--- src/rtl/iq_deframer_pkg.sv ---
package iq_deframer_pkg;

  // Per-bit strobes issued by the frame control to the word datapath.
  typedef struct packed {
    logic shiftEn;     // current serial bit belongs to a sample word
    logic latchI;      // current bit completes an I word
    logic emitPair;    // current bit completes a Q word, so a pair is ready
    logic clearCount;  // a new burst starts in this cycle
  } deframeStrobe_t;

endpackage

--- src/rtl/iq_frame_ctrl.sv ---
module iq_frame_ctrl
  import iq_deframer_pkg::*;
#(
  parameter int SampleWidth = 16,
  parameter int FrameBits   = 96
) (
  input  logic           clk,
  input  logic           rstN,
  input  logic           frameEn,
  input  logic           dualRate,
  output deframeStrobe_t strb
);

  localparam int PosW = $clog2(FrameBits);
  localparam logic [PosW-1:0] LastPos     = PosW'(FrameBits - 1);
  localparam logic [PosW-1:0] WordLen     = PosW'(SampleWidth);
  localparam logic [PosW-1:0] WordLastBit = PosW'(SampleWidth - 1);
  localparam logic [PosW-1:0] SingleLimit = PosW'(2 * SampleWidth);
  localparam logic [PosW-1:0] DualLimit   = PosW'(4 * SampleWidth);

  logic            enPrev;
  logic            dualLatched;
  logic [PosW-1:0] bitPos;

  logic            burstRise;
  logic [PosW-1:0] posNow;
  logic            modeNow;
  logic [PosW-1:0] sampleLimit;
  logic [PosW-1:0] posInWord;
  logic [PosW-1:0] wordIndex;
  logic            inSample;
  logic            wordEnd;

  // A burst starts in the very cycle the enable is first seen high; that
  // cycle is treated as frame position zero without waiting for a register.
  always_comb begin
    burstRise   = frameEn & ~enPrev;
    posNow      = burstRise ? '0 : bitPos;
    modeNow     = burstRise ? dualRate : dualLatched;
    sampleLimit = modeNow ? DualLimit : SingleLimit;
    posInWord   = posNow % WordLen;
    wordIndex   = posNow / WordLen;
    inSample    = frameEn && (posNow < sampleLimit);
    wordEnd     = inSample && (posInWord == WordLastBit);
  end

  always_comb begin
    strb.shiftEn    = inSample;
    strb.latchI     = wordEnd & ~wordIndex[0];
    strb.emitPair   = wordEnd & wordIndex[0];
    strb.clearCount = burstRise;
  end

  always_ff @(posedge clk or negedge rstN) begin
    if (!rstN) begin
      enPrev      <= 1'b0;
      dualLatched <= 1'b0;
      bitPos      <= '0;
    end else begin
      enPrev <= frameEn;
      if (burstRise) dualLatched <= dualRate;
      if (!frameEn) begin
        bitPos <= '0;
      end else if (posNow == LastPos) begin
        bitPos <= '0;
      end else begin
        bitPos <= posNow + 1'b1;
      end
    end
  end

endmodule

--- src/rtl/iq_word_path.sv ---
module iq_word_path
  import iq_deframer_pkg::*;
#(
  parameter int SampleWidth = 16,
  parameter int CountWidth  = 16
) (
  input  logic                          clk,
  input  logic                          rstN,
  input  logic                          serBit,
  input  deframeStrobe_t                strb,
  output logic                          iqValid,
  output logic signed [SampleWidth-1:0] iSample,
  output logic signed [SampleWidth-1:0] qSample,
  output logic        [CountWidth-1:0]  pairCount
);

  localparam logic [CountWidth-1:0] CountMax = '1;

  // Only SampleWidth-1 bits of history are kept; the newest bit comes
  // straight from the line when a word completes.
  logic        [SampleWidth-2:0] history;
  logic        [SampleWidth-1:0] nextWord;
  logic        [SampleWidth-1:0] iHold;
  logic signed [SampleWidth-1:0] iOut;
  logic signed [SampleWidth-1:0] qOut;
  logic                          validQ;
  logic        [CountWidth-1:0]  count;

  always_comb nextWord = {history, serBit};

  always_ff @(posedge clk or negedge rstN) begin
    if (!rstN) begin
      history <= '0;
      iHold   <= '0;
      iOut    <= '0;
      qOut    <= '0;
      validQ  <= 1'b0;
      count   <= '0;
    end else begin
      if (strb.shiftEn) history <= nextWord[SampleWidth-2:0];
      if (strb.latchI)  iHold   <= nextWord;
      validQ <= strb.emitPair;
      if (strb.emitPair) begin
        iOut <= iHold;
        qOut <= nextWord;
      end
      if (strb.clearCount) begin
        count <= '0;
      end else if (strb.emitPair && (count != CountMax)) begin
        count <= count + 1'b1;
      end
    end
  end

  assign iqValid   = validQ;
  assign iSample   = iOut;
  assign qSample   = qOut;
  assign pairCount = count;

endmodule

--- src/rtl/serial_iq_deframer.sv ---
module serial_iq_deframer
  import iq_deframer_pkg::*;
#(
  parameter int SampleWidth = 16,
  parameter int FrameBits   = 96,
  parameter int CountWidth  = 16
) (
  input  logic                          clk,
  input  logic                          rstN,
  input  logic                          serBit,
  input  logic                          frameEn,
  input  logic                          dualRate,
  output logic                          iqValid,
  output logic signed [SampleWidth-1:0] iSample,
  output logic signed [SampleWidth-1:0] qSample,
  output logic        [CountWidth-1:0]  pairCount
);

  deframeStrobe_t strb;

  iq_frame_ctrl #(
    .SampleWidth(SampleWidth),
    .FrameBits  (FrameBits)
  ) ctrl_i (
    .clk     (clk),
    .rstN    (rstN),
    .frameEn (frameEn),
    .dualRate(dualRate),
    .strb    (strb)
  );

  iq_word_path #(
    .SampleWidth(SampleWidth),
    .CountWidth (CountWidth)
  ) path_i (
    .clk      (clk),
    .rstN     (rstN),
    .serBit   (serBit),
    .strb     (strb),
    .iqValid  (iqValid),
    .iSample  (iSample),
    .qSample  (qSample),
    .pairCount(pairCount)
  );

endmodule

--- config.mk ---
export PLATFORM = sky130hd
export DESIGN_NAME = serial_iq_deframer
export DESIGN_NICKNAME = d
export VERILOG_FILES = /design/src/rtl/iq_deframer_pkg.sv /design/src/rtl/iq_frame_ctrl.sv /design/src/rtl/iq_word_path.sv /design/src/rtl/serial_iq_deframer.sv
export SDC_FILE = /design/constraint.sdc
export NUM_CORES = 1
export LEC_CHECK = 0
export ABC_AREA = 1
export BUFFER_PORTS_ARGS = -buffer_cell sky130_fd_sc_hd__buf_2
export CELL_PAD_IN_SITES_DETAIL_PLACEMENT = 1
export CELL_PAD_IN_SITES_GLOBAL_PLACEMENT = 1
export CORE_UTILIZATION = 43
export DETAILED_ROUTE_END_ITERATION = 10
export HOLD_SLACK_MARGIN = 0.03
export PLACE_DENSITY_LB_ADDON = 0.3
export SLEW_MARGIN = 20
export SYNTH_ARGS = -nofsm -noshare
export SYNTH_HDL_FRONTEND = slang
export SYNTH_SLANG_ARGS = --single-unit
--- constraint.sdc ---
create_clock -name clk -period 2.8 [get_ports clk]
set_input_delay 0.56 -clock clk [delete_from_list [all_inputs] [get_ports clk]]
set_output_delay 0.56 -clock clk [all_outputs]
set_load 0.02 [all_outputs]
# Yosys cells after proc, flatten, opt, wreduce, memory -nomap -nowiden

Index checks and enable logic that the tools add are counted.

Output and inout port bits: 49
Input port bits: 5
Bits in registers: 89

Eq/ne operators: 3
Bitwise gates (word level): 5
Muxes and demuxes: 7
$lt $le $gt $ge: 1
Reductions and logical operators: 4
Add/sub/neg operators: 2

Operator list:

| cell                                                            | number |
|---|---|
| 16-bit 2-to-1 mux                                               | 2 |
| 7-bit 2-to-1 mux                                                | 4 |
| 16-bit by 1-bit adder with 16-bit output, second input constant | 1 |
| 16-bit inequality test, second input constant                   | 1 |
| 7-bit by 1-bit adder with 7-bit output, second input constant   | 1 |
| 7-bit equality test, second input constant                      | 1 |
| 7-bit less-than comparator                                      | 1 |
| 4-bit equality test, second input constant                      | 1 |
| 1-bit AND                                                       | 3 |
| 1-bit logical AND                                               | 3 |
| 1-bit NOT                                                       | 2 |
| 2-bit nonzero test                                              | 1 |
| 1-bit 2-to-1 mux                                                | 1 |

# Longest topological paths before layout

Gate-level depths: netlist (run 1).

Word-level depth: 11
Gate-level depth with buffers: 12
Gate-level depth less buffers: 10

# Cells and area by module

A second synthesis (run 1) with hierarchy kept.

Cell total of the unflattened synthesis: 451
Area total of the unflattened synthesis: 3,865.0 µm²

Modules (own cells, without submodules):

| module        | cells an instance | area an instance (µm²) | sequential area each (µm²) | instances |
|---|---|---|---|---|
| iq_word_path  | 384               | 3,348.2                | 2,001.9                    | 1 |
| iq_frame_ctrl | 67                | 516.7                  | 225.2                      | 1 |

# Least setup slack after synthesis (run 1)

OpenSTA, ideal clock, no wires.

Path kind: in2reg
Start point: in frameEn
End point: reg path_i.qOut[0] (netlist: path_i.qSample[0])
Stages on the path: 10
Arrival time: 2,021 ps
Path buffers: 2
Path slack: 649 ps
Cells stage by stage: inv_1 -> nor2_1 -> clkbuf_1 -> nor2_1 -> ha_1 -> nand4_2 -> nor2_2 -> nand2_2 -> clkbuf_1 -> o21ai_0

Word-level cells in the longest chain between the ends: 7
Elaborated cells on any way between the ends: 9
Classes of those cells: order compare: 1; eq/ne: 1; mux: 3; bitwise: 2; reduce/logical: 2

RTL lines:

| element                    | line                     | RTL |
|---|---|---|
| start: declaration         | serial_iq_deframer.sv:11 | `input logic frameEn,` |
| 1-bit AND                  | iq_frame_ctrl.sv:37      | `burstRise = frameEn & ~enPrev;` |
| 1-bit 2-to-1 mux           | iq_frame_ctrl.sv:39      | `modeNow = burstRise ? dualRate : dualLatched;` |
| 7-bit 2-to-1 mux           | iq_frame_ctrl.sv:40      | `sampleLimit = modeNow ? DualLimit : SingleLimit;` |
| 7-bit less-than comparator | iq_frame_ctrl.sv:43      | `inSample = frameEn && (posNow < sampleLimit);` |
| 1-bit logical AND          | iq_frame_ctrl.sv:43      |  |
| 1-bit logical AND          | iq_frame_ctrl.sv:44      | `wordEnd = inSample && (posInWord == WordLastBit);` |
| 1-bit AND *                | iq_frame_ctrl.sv:50      | `strb.emitPair = wordEnd & wordIndex[0];` |
| end signal: assignment     | iq_word_path.sv:45       | `qOut <= nextWord;` |
| end: declaration           | iq_word_path.sv:25       | `logic signed [SampleWidth-1:0] qOut;` |

Every way passes the cells marked *; elsewhere a longest branch is shown, timed or not.
A chain may end at the register's enable or synchronous reset.

# Final worst setup path (run 1)

Start point: in frameEn
End point: reg path_i.qOut[14] (netlist: path_i.qSample[14])

The elaborated chain is that of the path after synthesis.

==> impl_metrics.py, run 1 <==
metrics = {
    "run_status": {
        "outcome": "finished clean",
    },
    "floorplan": {
        "die_area_um2": 9437,
        "num_io_pins": 54,
        "die_h_um": 97.15,
        "initial_core_util_pct": 44.42,
        "fp-row-count": 34,
        "core-area_um2": 8763,
        "die_width_um": 97.15,
    },
    "synth": {
        "synth_warnings": 0,
        "syn-num-nets": 464,
        "yosysTopAreaCellShare_pct": 57.22,
        "yosys.area_share.simple_pct": 26.49,
        "synthFlopType": "dfrtp_1",
        "synth_top_area_cell": "dfrtp_1",
        "syn_area_per_cell_um2": 8.517,
        "ys_types": 25,
        "synth_common_cells": "nand2_1 (164), dfrtp_1 (89), o21ai_0 (40)",
        "synth-edff-count": 0,
        "synth_xor_xnor_area_share_pct": 1.575,
        "synth_fa_ha_area_share_pct": 0.6429,
        "synth-compound-area-share_pct": 8.165,
        "synth_area_um2": 3892,
        "async_flop_share_pct": 100.0,
        "yosysMostFrequentCell": "nand2_1",
        "muxShareOfSynthArea_pct": 0,
        "synthCells": 457,
        "synth_seq_cells": 89,
        "synth_area_leaders": "dfrtp_1 (57%), nand2_1 (16%), o21ai_0 (5.1%)",
        "synth_top_family_by_area": "simple AND/OR/NAND/NOR gates",
        "ys_seq_area_share_pct": 57.22,
    },
    "place": {
        "portBuffers": 53,
        "place_congestion": 0.7689,
        "place_hpwl_mm": 6.528,
    },
    "setup_path": {
        "slowest_delay_ns": 0.29,
        "cp_common_cell": "nor2_1",
        "worstReg2RegStart": "ctrl_i.enPrev$_DFF_PN0_",
        "cp-start-kind": "input port",
        "rrSetupSlack_ns": 0.75,
        "r2r_cells": 9,
        "worstSetupStartpoint": "frameEn",
        "crit_chain": "buf_2, inv_1, nor2_1, nor2_1, ha_1, nand4_2, nor2_2, nand2_2, buf_4, nand2_1, o21ai_0",
        "critPathMaxFanout": 48,
        "cp.required_ns": 3.02,
        "cpLargestDelayFamily": "simple AND/OR/NAND/NOR gates",
        "crit_type": "input port to register",
        "cp.arrival_ns": 2.32,
        "crit_slowest_cell": "buf_4",
        "worst-path-buf-inv": 3,
        "cp.depth": 11,
        "end_kind": "register",
        "rr_endpoint": "path_i.qSample[14]$_DFFE_PN0P_",
    },
    "route": {
        "wl_mm": 9.471,
        "drtAntennaViolNets": 0,
        "vias": 3184,
        "drtIter0Drc": 170,
        "dr.pass1.iters": 4,
        "wl_per_cell_um": 15.15,
        "viasPerCell": 5.094,
        "drc_errors": 0,
    },
    "power_and_ir_drop": {
        "seq_power_share_pct": 57.7,
        "p_sw_w": 0.0006325,
        "total_power_w": 0.002326,
        "pwr-share-clk_pct": 36.8,
        "p_leak_nw": 2.344,
        "pwr_density_cell_nw_per_um2": 523.0,
        "sw_frac_of_total_pct": 27.20,
        "p_int_w": 0.001693,
        "ir_drop_mv": 0.2824,
        "pwr-share-comb_pct": 5.5,
    },
    "final_layout": {
        "drive_gt1_share_pct": 17.79,
        "synthToLayoutAreaGrowth_pct": 14.24,
        "utilization_pct": 50.74,
        "diodes": 0,
        "fin_nets": 519,
    },
    "global_routing": {
        "antenna_found_initial": 0,
        "grt_pass1_vias": 3245,
        "grt-ovfl-total": 0,
        "grt_max_degree": 49,
        "track_usage_pct": 21.37,
        "grt_pass1_wl_mm": 16.23,
    },
    "sta": {
        "grt_setup_unrepaired": "no",
        "hold_violations": 0,
        "setup_tns_ns": 0,
        "fin_crit_ns": 2.098,
        "relSlewSlack_pct": 64.99,
        "fin_crit_sh_pct": 74.94,
        "hold_ws_ns": 0.1718,
        "fmax_ghz": 0.4765,
        "worstMarginPinSlew_ns": 0.5196,
        "slew_violations": 0,
        "fin_skew_ns": 0.01223,
        "finalSetupViolations": 0,
    },
    "clock_network": {
        "cts_sinks": 89,
        "cts.reportedPaths.clkPinSlew_ns": 0.10,
        "post_cts_buffers": 0,
        "clock-root-buffer": "clkbuf_8",
        "clock_latency_ns": 0.36,
        "holdBufCountCts": 0,
        "cts_tree": "built",
        "cts_buffers": 9,
        "clock_path_buffers": 2,
        "cts_max_level": 3,
        "cts_resized": 0,
    },
    "job": {
        "cap_violations": 0,
    },
    "min_path": {
        "min_path_type": "input port to asynchronous set/reset pin",
    },
}
-- kinds of logic (layout without fill, tap and decap cells) --
kind of cell | count (synthesis) | after routing
simple gates | 250 | 250
buf+inv | 50 | 110
xor+xnor | 7 | 7
fa+ha+maj | 2 | 2
compound gates | 59 | 59
flops | 89 | 89
-- metrics by stage --
stage / worst slack, ns / instance area (um2) / instances
final: 0.7016 / 4447 / 625
after global routing: 0.4808 / 4447 / 625
after CTS: 0.6733 / 4447 / 625
after detailed placement: 0.3151 / 4262 / 609
after global placement: 0.4678 / 4262 / 609
after floorplan: 0.6489 / 3892 / 457
-- layout make-up --
class                   instances  area, um2
multi-input cells             318       1435
inverters                      33      123.9
well taps                     108      135.1
clock buffers                   9      123.9
flip-flops and latches         89       2227
fillers                      1079       4317
clock inverters                 7      61.31
repair buffers                 61      340.3
-- metal layers --
layer	track usage (%)	part of all wire, %	wire length [um]	up-vias
li1	-	-	-	1553
met1	30.54	48	4576	1571
met2	34.24	48	4520	51
met3	2.878	2.9	273	9
met4	5.970	1.1	101	0
met5	0	0	0	-
-- worst register-to-register path: stages, from the launching register on --
cell,delay (ns)
dfrtp_1,0.38
nor2_1,0.08
nor2_1,0.21
ha_1,0.25
nand4_2,0.18
nor2_2,0.22
nand2_2,0.11
buf_4,0.29
nand2_1,0.12
o21ai_0,0.09
-- sequential cells by signal, summed over array words and instances (netlist names) --
register	count
path_i.history	15
path_i.qSample	16
path_i.iSample	16
path_i.iqValid	1
ctrl_i.enPrev	1
path_i.pairCount	16
ctrl_i.dualLatched	1
ctrl_i.bitPos	7
path_i.iHold	16
-- layout by cell type (no fill, tap or decap), drive strengths merged, types with 7 or more instances in the layout --
master,Yosys,layout
buf,10,61
clkbuf,7,9
dfrtp,89,89
inv,33,37
nand2,168,168
nand3,32,32
nand4,8,8
nor2,41,41
o21ai,52,52
xor2,7,7
-- power groups by stage --
| stage | combinational [W] | sequential (W) | clock [W] |
|---|---|---|---|
| 2_1_floorplan | 0.0000676 | 0.00136 | 0 |
| 3_3_place_gp | 0.000123 | 0.00136 | 0 |
| 3_5_place_dp | 0.000132 | 0.00137 | 0 |
| 4_1_cts | 0.000132 | 0.00134 | 0.000873 |
| 5_1_grt | 0.000149 | 0.00135 | 0.000929 |
| 6_report | 0.000127 | 0.00134 | 0.000856 |
-- how the worst max path moves through the flow --
stage,slack (ns),end
6_report,0.70,path_i.qSample[14]$_DFFE_PN0P_
5_1_grt,0.48,path_i.qSample[2]$_DFFE_PN0P_
4_1_cts,0.67,path_i.qSample[14]$_DFFE_PN0P_
3_5_place_dp,0.32,path_i.qSample[14]$_DFFE_PN0P_
3_3_place_gp,0.47,path_i.pairCount[11]$_DFFE_PN0P_
2_1_floorplan,0.65,path_i.qSample[0]$_DFFE_PN0P_
No activity file was read; power rests on OpenSTA's default activity.
==> inputs of run 2 (changes only) <==
Settings changed: ABC_AREA 1 to 0, CORE_UTILIZATION 43 to 44.
Clock period 2.8 ns to 1.94 ns, I/O delays scaled along.
==> impl_metrics.py, run 2 <==
metrics = {
    "synth": {
        "synth-edff-count": 0,
        "async_flop_share_pct": 100.0,
        "synth_area_leaders": "dfrtp_1 (61%), nand2_1 (11%), mux2_2 (9.6%)",
        "yosysTopAreaCellShare_pct": 61.06,
        "synthFlopType": "dfrtp_1",
        "synth_warnings": 0,
        "synth_seq_cells": 89,
        "syn-num-nets": 344,
        "synth_area_um2": 3647,
        "synthCells": 337,
        "ys_types": 35,
        "yosysMostFrequentCell": "nand2_1",
        "synth_common_cells": "nand2_1 (108), dfrtp_1 (89), mux2_2 (31)",
        "synth_top_area_cell": "dfrtp_1",
        "syn_area_per_cell_um2": 10.82,
        "ys_seq_area_share_pct": 61.06,
    },
    "place": {
        "dp_cells": 509,
        "portBuffers": 53,
        "place_hpwl_mm": 5.508,
        "place_congestion": 0.7959,
        "dp_slack_ns": -0.4930,
    },
    "clock_network": {
        "cts_sinks": 89,
        "clock_path_buffers": 2,
        "cts_tree": "built",
        "clock-root-buffer": "clkbuf_8",
        "cts_max_level": 3,
        "cts_buffers": 9,
        "clock_latency_ns": 0.35,
        "cts.reportedPaths.clkPinSlew_ns": 0.09,
    },
    "route": {
        "drtIter0Drc": 115,
        "wl_mm": 8.344,
        "vias": 2758,
        "viasPerCell": 5.184,
        "wl_per_cell_um": 15.68,
        "dr.pass1.iters": 4,
        "drc_errors": 0,
        "drtAntennaViolNets": 0,
    },
    "final_layout": {
        "synthToLayoutAreaGrowth_pct": 28.71,
        "diodes": 0,
        "fin_nets": 432,
        "final_cell_mix": "nand2_1 (108), dfrtp_1 (89), buf_2 (52)",
        "n_fill_cell": 875,
        "drive_gt1_share_pct": 36.74,
        "final_cell_count_no_fill": 532,
        "mostFrequentLayoutCell": "nand2_1",
    },
    "sta": {
        "relSlewSlack_pct": 57.94,
        "setup_tns_ns": -4.670,
        "finalSetupViolations": 41,
        "slew_violations": 0,
        "fin_crit_sh_pct": 116.0,
        "fin_skew_ns": 0.008917,
        "fmax_ghz": 0.4442,
        "fin_ws_ns": -0.3111,
        "worstMarginPinSlew_ns": 0.6251,
        "hold_violations": 0,
        "grt_setup_unrepaired": "yes",
        "fin_crit_ns": 2.251,
    },
    "floorplan": {
        "fp-row-count": 32,
        "num_io_pins": 54,
        "core-area_um2": 7888,
        "die_width_um": 93.05,
        "initial_core_util_pct": 46.24,
        "die_area_um2": 8657,
        "die_h_um": 93.05,
    },
    "global_routing": {
        "antenna_found_initial": 0,
        "grt_pass1_wl_mm": 14.18,
        "grt_pass1_vias": 2885,
        "track_usage_pct": 21.34,
        "grt-ovfl-total": 0,
        "grt_max_degree": 39,
    },
    "setup_path": {
        "cp.arrival_ns": 2.54,
        "cp.required_ns": 2.23,
        "crit_type": "register to register",
        "cp-start-kind": "register",
        "end_kind": "register",
        "critPathMaxFanout": 6,
    },
    "job": {
        "cap_violations": 0,
    },
    "min_path": {
        "min_path_type": "input port to register",
    },
    "run_status": {
        "failed_checks": "negative setup slack",
        "outcome": "complete, but fails checks",
    },
    "power_and_ir_drop": {
        "ir_drop_mv": 0.4583,
        "pwr_density_cell_nw_per_um2": 780.2,
        "p_leak_nw": 2.415,
    },
}
## run 2: area by class of cell
class                   instances  area, um2  area share, %
inverters                       3      16.27         0.3465
repair buffers                 91      614.3          13.09
flip-flops and latches         89       2227          47.44
multi-input cells             231       1501          31.98
well taps                     102      127.6          2.719
clock buffers                   9      123.9          2.639
clock inverters                 7      83.83          1.786
## run 2: cells by family after synthesis
group	after synthesis	share of synthesized area, %
compound gates	18	3.259
fa+ha+maj	2	0.6860
simple gates	168	20.65
flops	89	61.06
xor+xnor	11	2.642
buf+inv	17	1.852
mux	32	9.846
## run 2: stage by stage
stage	util [%]	hold slack, ns	cell area, um2	power [W]
6_report	59.52	0.2187	4695	0.003663
3_5_place_dp	54.36	0.3108	4288	0.002373
4_1_cts	58.91	0.2033	4647	0.003713
5_1_grt	59.52	0.2394	4695	0.003834
3_3_place_gp	54.36	0.3041	4288	0.002354
2_1_floorplan	-	0.09241	3771	0.002238
## run 2: path summary, 6_finish.rpt
check,start,to,slack [ns],cells after the start
max,ctrl_i.enPrev$_DFF_PN0_,path_i.pairCount[7]$_DFFE_PN0P_,-0.31,8
min,dualRate,ctrl_i.dualLatched$_DFF_PN0_,0.22,3
max reg2reg,ctrl_i.enPrev$_DFF_PN0_,path_i.pairCount[7]$_DFFE_PN0P_,-0.31,8
min reg2reg,path_i.iHold[10]$_DFFE_PN0P_,path_i.iSample[10]$_DFFE_PN0P_,0.47,2
max in group asynchronous,rstN,path_i.iSample[13]$_DFFE_PN0P_,0.96,3
min in group asynchronous,rstN,path_i.iSample[0]$_DFFE_PN0P_,0.47,2
## run 2: timing repair
| item | CTS | global route |
|---|---|---|
| setup buffers | 4 | 3 |
| hold endpoints to repair | 21 | 0 |
| gates cloned | 1 | 0 |
| setup endpoints to repair | 65 | 64 |
| resized for setup | 22 | 11 |
| pin swaps | 10 | 8 |
| hold buffers | 1 | 0 |
## run 2: worst max-delay path, stage by stage (launching register included)
cell and delay [ns]:
dfrtp_1 0.36, nand2b_4 0.14, and2_4 0.15, ha_4 0.14
nand4_4 0.07, or4_4 0.47, a2111o_1 0.37, or3_1 0.35
a21oi_2 0.13
## run 2: per-layer routing
metal | up-vias | share of wire (%) | track usage, %
met4 | 0 | 1.3 | 7.564
li1 | 1299 | - | -
met3 | 5 | 2.6 | 4.959
met1 | 1406 | 46 | 27.40
met2 | 48 | 51 | 35.42
met5 | - | 0 | 0
## run 2: power breakdown
| group | total, W | leakage, nW | internal [W] | switching (W) |
|---|---|---|---|---|
| registers | 0.00210 | 1.21 | 0.00198 | 0.000119 |
| clock network | 0.00133 | 0.103 | 0.000621 | 0.000712 |
| logic | 0.000233 | 1.11 | 0.000135 | 0.0000987 |
==> inputs of run 3 (changes only) <==
Settings changed: CORE_UTILIZATION 44 to 40.
Clock period 1.94 ns to 1.8 ns, I/O delays scaled along.
==> impl_metrics.py, run 3 (synthesis results as in run 2) <==
metrics = {
    "setup_path": {
        "cp.required_ns": 2.10,
        "critPathMaxFanout": 4,
        "cp-start-kind": "register",
        "end_kind": "register",
        "crit_type": "register to register",
        "cp.arrival_ns": 2.62,
    },
    "sta": {
        "grt_setup_unrepaired": "yes",
        "hold_ws_ns": 0.2082,
        "relSlewSlack_pct": 64.77,
        "fin_crit_ns": 2.323,
        "fmax_ghz": 0.4305,
        "hold_violations": 0,
        "fin_ws_ns": -0.5228,
        "finalSetupViolations": 66,
        "fin_skew_ns": 0.006765,
        "setup_tns_ns": -17.31,
        "slew_violations": 0,
        "worstMarginPinSlew_ns": 0.5236,
        "fin_crit_sh_pct": 129.0,
    },
    "floorplan": {
        "fp-row-count": 34,
        "die_area_um2": 9504,
        "core-area_um2": 8763,
        "initial_core_util_pct": 41.62,
        "num_io_pins": 54,
        "die_width_um": 97.49,
        "die_h_um": 97.49,
    },
    "final_layout": {
        "synthToLayoutAreaGrowth_pct": 38.56,
        "diodes": 0,
        "final_cell_mix": "dfrtp_1 (89), nand2_1 (88), buf_2 (52)",
        "mostFrequentLayoutCell": "dfrtp_1",
        "fin_nets": 448,
        "drive_gt1_share_pct": 44.62,
    },
    "global_routing": {
        "grt-ovfl-total": 0,
        "track_usage_pct": 20.80,
        "grt_max_degree": 34,
        "grt_pass1_wl_mm": 15.73,
        "grt_pass1_vias": 3042,
        "antenna_found_initial": 0,
    },
    "clock_network": {
        "cts_sinks": 89,
        "clock_path_buffers": 2,
        "cts_buffers": 9,
        "cts_max_level": 3,
        "cts_tree": "built",
        "clock-root-buffer": "clkbuf_8",
        "cts.reportedPaths.clkPinSlew_ns": 0.09,
        "clock_latency_ns": 0.35,
    },
    "route": {
        "dr.pass1.iters": 4,
        "wl_mm": 9.767,
        "drtAntennaViolNets": 0,
        "wl_per_cell_um": 17.63,
        "vias": 2869,
        "drc_errors": 0,
        "drtIter0Drc": 109,
        "viasPerCell": 5.179,
    },
    "place": {
        "place_congestion": 0.8141,
        "portBuffers": 53,
        "place_hpwl_mm": 5.821,
    },
    "power_and_ir_drop": {
        "p_leak_nw": 2.612,
        "pwr_density_cell_nw_per_um2": 792.5,
        "ir_drop_mv": 0.4448,
    },
    "job": {
        "cap_violations": 0,
    },
    "run_status": {
        "outcome": "complete, but fails checks",
        "failed_checks": "negative setup slack",
    },
    "min_path": {
        "min_path_type": "input port to register",
    },
}
run 3: cell count changes in the layout (fill, tap and decap cells not counted), moves of 3 or more:
cell	before	now
buf_8	0	3
nand2_2	0	15
nand2_4	0	5
buf_6	9	6
buf_12	2	6
buf_4	27	37
nand2_1	108	88
inv_6	4	1
run 3: final timing paths:
kind | to | start | cells after the start | slack, ns
setup / recovery | path_i.pairCount[10]$_DFFE_PN0P_ | ctrl_i.enPrev$_DFF_PN0_ | 8 | -0.52
hold / removal | ctrl_i.dualLatched$_DFF_PN0_ | dualRate | 3 | 0.21
setup reg to reg | path_i.pairCount[10]$_DFFE_PN0P_ | ctrl_i.enPrev$_DFF_PN0_ | 8 | -0.52
hold reg to reg | path_i.qSample[14]$_DFFE_PN0P_ | path_i.qSample[14]$_DFFE_PN0P_ | 2 | 0.47
max in group asynchronous | path_i.qSample[8]$_DFFE_PN0P_ | rstN | 3 | 0.78
min in group asynchronous | path_i.iSample[15]$_DFFE_PN0P_ | rstN | 2 | 0.50
run 3: cell type report:
cell class	count	area (um2)
clock buffer	10	137.6
clock inverter	6	73.82
fill	938	3710
inverter	3	23.77
multi-input combinational	231	1625
sequential	89	2227
tap	108	135.1
timing repair buffer	107	830.8
run 3: what timing repair did:
action | CTS | global route
resized for setup | 25 | 51
hold endpoints to repair | 31 | 0
buffers inserted | 3 | 11
hold buffers | 1 | 0
cloned | 1 | 2
pin swaps | 3 | 23
endpoints found under the setup margin | 65 | 66
run 3: metrics by stage:
stage / utilization [%] / cell area (um2) / worst slack (ns) / cells / power, W
2_1_floorplan: - / 3777 / -0.5056 / 337 / 0.002412
3_3_place_gp: 49.76 / 4360 / -0.5473 / 522 / 0.002538
3_5_place_dp: 49.76 / 4360 / -0.5908 / 522 / 0.002570
4_1_cts: 54.30 / 4758 / -0.4627 / 543 / 0.004022
5_1_grt: 57.67 / 5054 / -0.6011 / 554 / 0.004174
6_report: 57.67 / 5054 / -0.5228 / 554 / 0.004005
run 3: where the power goes:
group / internal (W) / switching, W
registers: 0.00213 / 0.000150
clock network: 0.000697 / 0.000762
logic: 0.000150 / 0.000114
total: 0.00298 / 0.00103
run 3: routing by layer:
metal / share of wire [%] / up-vias / track usage [%]
met5: 0 / - / 0
li1: - / 1330 / -
met4: 1.7 / 0 / 5.882
met1: 43 / 1460 / 27.56
met3: 3.4 / 14 / 4.388
met2: 52 / 65 / 34.53
run 3: worst max-delay path, cell delays in order, from the launching register on:
cell      delay, ns
dfrtp_1        0.36
nand2b_4       0.13
and2_4         0.14
ha_4           0.15
nand4_4        0.08
or4_4          0.48
or3_4          0.40
nor4_1         0.36
o21a_1         0.17
